**config.mk**
```make
export PLATFORM = sky130hd
export DESIGN_NAME = ilv_block_fetch
export DESIGN_NICKNAME = d
export VERILOG_FILES = /design/src/rtl/ilv_pkg.sv /design/src/rtl/ilv_word_sel.sv /design/src/rtl/ilv_fetch_seq.sv /design/src/rtl/ilv_block_fetch.sv
export SDC_FILE = /design/constraint.sdc
export NUM_CORES = 1
export LEC_CHECK = 0
export ABC_AREA = 1
export BUFFER_PORTS_ARGS = -buffer_cell sky130_fd_sc_hd__buf_2
export CORE_UTILIZATION = 45
export DETAILED_ROUTE_END_ITERATION = 12
export GPL_TIMING_DRIVEN = 0
export PLACE_DENSITY = 0.81
export RECOVER_POWER = 100
export SYNTH_ARGS = -nofsm -noshare
export SYNTH_HDL_FRONTEND = slang
export SYNTH_SLANG_ARGS = --single-unit
```
**constraint.sdc**
```tcl
create_clock -name clk -period 4.1 [get_ports clk]
set_input_delay 0.82 -clock clk [delete_from_list [all_inputs] [get_ports clk]]
set_output_delay 0.82 -clock clk [all_outputs]
set_load 0.02 [all_outputs]
```
**src/rtl/ilv_pkg.sv**
```systemverilog
package ilv_pkg;

    typedef enum logic [1:0] {
        PH_IDLE = 2'd0,
        PH_SEND = 2'd1,
        PH_WAIT = 2'd2,
        PH_XFER = 2'd3
    } phase_e;

endpackage

```
**src/rtl/ilv_word_sel.sv**
```systemverilog
module ilv_word_sel #(
    parameter int NUM_BANKS = 4,
    parameter int DATA_W    = 32,
    parameter int IDX_W     = 2
) (
    input  logic [NUM_BANKS*DATA_W-1:0] lanes,
    input  logic [IDX_W-1:0]            idx,
    output logic [DATA_W-1:0]           word
);

    logic [DATA_W-1:0] lane_arr [NUM_BANKS];

    for (genvar b = 0; b < NUM_BANKS; b++) begin : g_unpack
        assign lane_arr[b] = lanes[b*DATA_W +: DATA_W];
    end

    always_comb begin
        word = '0;
        for (int b = 0; b < NUM_BANKS; b++) begin
            if (idx == IDX_W'(b)) begin
                word = lane_arr[b];
            end
        end
    end

endmodule

```
**src/rtl/ilv_fetch_seq.sv**
```systemverilog
module ilv_fetch_seq
    import ilv_pkg::*;
#(
    parameter int NUM_BANKS  = 4,
    parameter int ACCESS_LAT = 6,
    parameter int ROW_W      = 14,
    parameter int DATA_W     = 32,
    parameter int IDX_W      = 2
) (
    input  logic              clk,
    input  logic              rst_n,
    input  logic              req_valid,
    input  logic [ROW_W-1:0]  req_row,
    input  logic [DATA_W-1:0] word_in,
    output logic [IDX_W-1:0]  word_idx,
    output logic              busy,
    output logic              bank_req,
    output logic [ROW_W-1:0]  bank_row,
    output logic              rsp_valid,
    output logic              rsp_last,
    output logic [DATA_W-1:0] rsp_data
);

    localparam int CNT_W = (ACCESS_LAT < 2) ? 1 : $clog2(ACCESS_LAT);
    localparam logic [IDX_W-1:0] LAST_IDX  = IDX_W'(NUM_BANKS - 1);
    localparam logic [CNT_W-1:0] WAIT_INIT = CNT_W'(ACCESS_LAT - 1);

    typedef struct packed {
        phase_e              phase;
        logic [CNT_W-1:0]    cnt;
        logic [IDX_W-1:0]    idx;
        logic [ROW_W-1:0]    row;
        logic                vld;
        logic                lst;
        logic [DATA_W-1:0]   data;
    } seq_t;

    seq_t s_d, s_q;

    assign busy     = (s_q.phase != PH_IDLE) || s_q.vld;
    assign bank_req = (s_q.phase == PH_SEND);
    assign bank_row = s_q.row;
    assign word_idx = s_q.idx;
    assign rsp_valid = s_q.vld;
    assign rsp_last  = s_q.lst;
    assign rsp_data  = s_q.data;

    always_comb begin
        s_d     = s_q;
        s_d.vld = 1'b0;
        s_d.lst = 1'b0;
        unique case (s_q.phase)
            PH_IDLE: begin
                if (req_valid && !busy) begin
                    s_d.phase = PH_SEND;
                    s_d.row   = req_row;
                end
            end
            PH_SEND: begin
                s_d.phase = PH_WAIT;
                s_d.cnt   = WAIT_INIT;
            end
            PH_WAIT: begin
                if (s_q.cnt == '0) begin
                    s_d.phase = PH_XFER;
                    s_d.idx   = '0;
                end else begin
                    s_d.cnt = s_q.cnt - 1'b1;
                end
            end
            PH_XFER: begin
                s_d.vld  = 1'b1;
                s_d.data = word_in;
                s_d.lst  = (s_q.idx == LAST_IDX);
                if (s_q.idx == LAST_IDX) begin
                    s_d.phase = PH_IDLE;
                end else begin
                    s_d.idx = s_q.idx + 1'b1;
                end
            end
            default: s_d.phase = PH_IDLE;
        endcase
    end

    always_ff @(posedge clk) begin
        if (!rst_n) begin
            s_q <= '0;
        end else begin
            s_q <= s_d;
        end
    end

endmodule

```
**src/rtl/ilv_block_fetch.sv**
```systemverilog
module ilv_block_fetch #(
    parameter int ADDR_W     = 16,
    parameter int DATA_W     = 32,
    parameter int NUM_BANKS  = 4,
    parameter int ACCESS_LAT = 6
) (
    input  logic                          clk,
    input  logic                          rst_n,
    input  logic                          req_valid,
    input  logic [ADDR_W-1:0]             req_addr,
    output logic                          busy,
    output logic                          bank_req,
    output logic [ADDR_W-$clog2(NUM_BANKS)-1:0] bank_row,
    input  logic [NUM_BANKS*DATA_W-1:0]   bank_rdata,
    output logic                          rsp_valid,
    output logic                          rsp_last,
    output logic [DATA_W-1:0]             rsp_data
);

    localparam int BANK_W = $clog2(NUM_BANKS);
    localparam int ROW_W  = ADDR_W - BANK_W;

    logic [BANK_W-1:0] unused_low_bits;
    logic [ROW_W-1:0]  req_row;
    logic [BANK_W-1:0] word_idx;
    logic [DATA_W-1:0] sel_word;

    assign unused_low_bits = req_addr[BANK_W-1:0];
    assign req_row         = req_addr[ADDR_W-1:BANK_W];

    ilv_word_sel #(
        .NUM_BANKS (NUM_BANKS),
        .DATA_W    (DATA_W),
        .IDX_W     (BANK_W)
    ) u_sel (
        .lanes (bank_rdata),
        .idx   (word_idx),
        .word  (sel_word)
    );

    ilv_fetch_seq #(
        .NUM_BANKS  (NUM_BANKS),
        .ACCESS_LAT (ACCESS_LAT),
        .ROW_W      (ROW_W),
        .DATA_W     (DATA_W),
        .IDX_W      (BANK_W)
    ) u_seq (
        .clk       (clk),
        .rst_n     (rst_n),
        .req_valid (req_valid),
        .req_row   (req_row),
        .word_in   (sel_word),
        .word_idx  (word_idx),
        .busy      (busy),
        .bank_req  (bank_req),
        .bank_row  (bank_row),
        .rsp_valid (rsp_valid),
        .rsp_last  (rsp_last),
        .rsp_data  (rsp_data)
    );

endmodule

```
==> metrics.md <==
| Metric | Value |
|---|---|
| Run status | `finished, final reports clean` |
| Share of layout cells above drive strength 1 | `between 20% and 30%` |
| Die Span Y | `between 90 and 100 um` |
| R2R cell count | `7` |
| CTS tree | `built` |
| Initial DRC Count | `between 100 and 150` |
| Initial Util | `~46%` |
| FFs w/ async S/R, synth | `0%` |
| Fin crit period | `about 2.2 ns` |
| Number of synthesized register bits | `55` |
| Worst-Margin Slew | `0.505 ns` |
| Max Fclk | `between 400 and 500 MHz` |
| Synth warnings | `0` |
| DRC | `0` |
| Die area | `between 0.008 and 0.009 mm2` |
| Final wirelength | `10600 um` |
| Post-CTS Hold Buffers | `0` |
| N_diodes | `0` |
| GRT Total Usage | `24.9%` |
| Core box area | `0.00769 mm2` |
| Postcts setup bufs | `0` |
| Yosys cell types | `20` |
| Root Driver | `clkbuf_8` |
| Vias in the first global route | `roughly 3700` |
| Initial antenna violation count | `0` |
| Overall Power | `~2.5 mW` |
| HP Start | `u_seq.bank_row[0]` |
| Fill cells | `800` |
| Final core utilization | `about three fifths` |
| CP arrival | `around 1.4 ns` |
| Layout Skew | `~0.0078 ns` |
| Slew Viols, Final | `0` |
| Via count | `about 4200` |
| R2R Setup Slk | `between 2 and 2.5 ns` |
| Peak supply drop | `roughly 280 uV` |
| Post_cts resized | `0` |
| ANT nets after route | `0` |
| RR Startpoint | `u_seq.word_idx[0]` |
| Routed vias/inst | `4.77` |
| CTS clock-pin slew for the worst setup and hold paths | `~0.090 ns` |
| Sequential cell area fraction in the yosys report | `slightly above 30%` |
| Largest net degree at the start of global routing | `16` |
| # clock sinks | `55` |
| Area of the multi-input gates | `0.00171 mm2` |
| Crit start category | `flop` |
| Drt first pass iters | `5` |
| Pleak | `approximately 2.6 nW` |
| Cell Pwr Density | `536 mW/mm2` |
| Post-Syn Nets | `~730` |
| RR Endpoint | `u_seq.rsp_data[22]` |
| RSZ-0062 raised after global routing | `false` |
| CTS buffer count | `5` |
| First-pass GRT wire length | `approximately 17000 um` |
| WHS Endpoint | `u_seq.bank_row[0]` |
| Number of synthesized flops with an enable pin | `0` |
| Synthesized area | `0.00357 mm2` |
| Final Hold Fails | `0` |
| # rows | `32` |
| Worst Path Required | `approximately 3.3 ns` |
| Wirelength per Cell | `about 12 um` |
| Die width | `a little over 90 um` |
| Ports | `197` |
| Commonest cells after routing, fill and taps aside | `buf_2 (153), nand2_1 (146), a21oi_1 (115), clkbuf_1 (72), inv_1 (62)` |
| Worst Path Class, Setup | `flop to output port` |
| Crit. End Element | `output port` |
| Syn avg cell area | `6.25 um2` |
| Most common cell after layout, fill and taps aside | `buf_2` |
| Finish-stage setup viols | `0` |
| CP max FO | `5` |
| Final nets | `~930` |
| Area growth syn-to-layout | `31.4%` |
| Setup TNS | `0 ns` |
| Final period util | `between 50% and 60%` |
| HPWL after detailed placement | `slightly above 8000 um` |
| Predominant post-synthesis flop cell | `dfxtp_1` |
| Worst min-delay path class | `flop to flop` |
| Latest clock arrival within the worst-skew pair | `around 0.31 ns` |
| Syn Inst Count | `~570` |
| Clock Path Buffers | `2` |
| Worst slew margin | `between 60 and 70%` |
| Seq. cell area | `~0.0011 mm2` |
| Number of buffers added on ports | `194` |
| Worst Hold Depth | `2` |
| Max-cap violations | `0` |
| Htree depth | `2` |
| Gr ovfl total | `0` |
| Routability cong. | `just under 0.9` |
sequential cells by signal (all words and copies together) (netlist names):
name             cells
u_seq.rsp_data      32
u_seq.word_idx       2
u_seq.s_q            5
u_seq.bank_row      14
u_seq.rsp_last       1
u_seq.rsp_valid      1
cell families after synthesis:
logic type	count (synthesis)	share of synthesized area (%)
DFF	55	30.8
and+or+nand+nor	230	25.9
adders and majority gates	10	3.50
AOI/OAI and AO/OA	132	18.6
buffers and inverters	144	21.2
routing by layer:
metal / part of all wire (%) / up-vias / track usage [%]
met3: 7.6 / 12 / 4.52
met2: 48 / 167 / 44.1
met4: 1.3 / 0 / 6.08
met5: 0 / - / 0
li1: - / 2153 / -
met1: 43 / 1844 / 31.1
power breakdown:
part	switching [mW]	internal (mW)
sequential	0.0675	0.645
clock	0.171	0.155
combinational	0.925	0.549
cells in the mapped netlist (3+ instances only):
| cell | number | area [um2] |
|---|---|---|
| ha_1 | 10 | 125 |
| clkbuf_1 | 14 | 52.6 |
| buf_2 | 15 | 75.1 |
| nand2_1 | 146 | 548 |
| o21ai_0 | 16 | 80.1 |
| dfxtp_1 | 55 | 1100 |
| a21oi_1 | 115 | 576 |
| buf_6 | 3 | 33.8 |
| buf_4 | 47 | 353 |
| nor2_1 | 43 | 161 |
| inv_1 | 62 | 233 |
| nand3_1 | 37 | 185 |
critical path, stage by stage, from the launching register on:
cell and delay, ns:
dfxtp_1 0.39, inv_1 0.09, ha_1 0.26, nand2_1 0.08, clkbuf_1 0.24
final cells by class:
type | instances | area share (%)
well taps | 102 | 2.72
flip-flops and latches | 55 | 23.5
inverters | 64 | 5.12
plain buffers | 80 | 10.8
repair buffers | 194 | 19.3
multi-input cells | 372 | 36.4
clock buffers | 8 | 2.13
worst max path at each step:
stage / end / from
after detailed placement: busy / u_seq.s_q[53]
after floorplan: busy / u_seq.s_q[53]
after global placement: u_seq.rsp_data[25] / rst_n
after CTS: busy / u_seq.s_q[53]
final: busy / u_seq.s_q[53]
after global routing: busy / u_seq.s_q[53]
per-stage QoR:
stage / std cells / setup slack, ns / cell area, um2 / hold slack [ns]
final: 875 / 1.93 / 4690 / 0.448
after floorplan: 571 / 2.45 / 3570 / 0.424
after CTS: 875 / 1.98 / 4770 / 0.452
after global routing: 875 / 1.83 / 4690 / 0.476
after global placement: 867 / 2.35 / 4670 / 0.432
after detailed placement: 867 / 2.33 / 4670 / 0.438
Power figures use the tool's default switching activity.
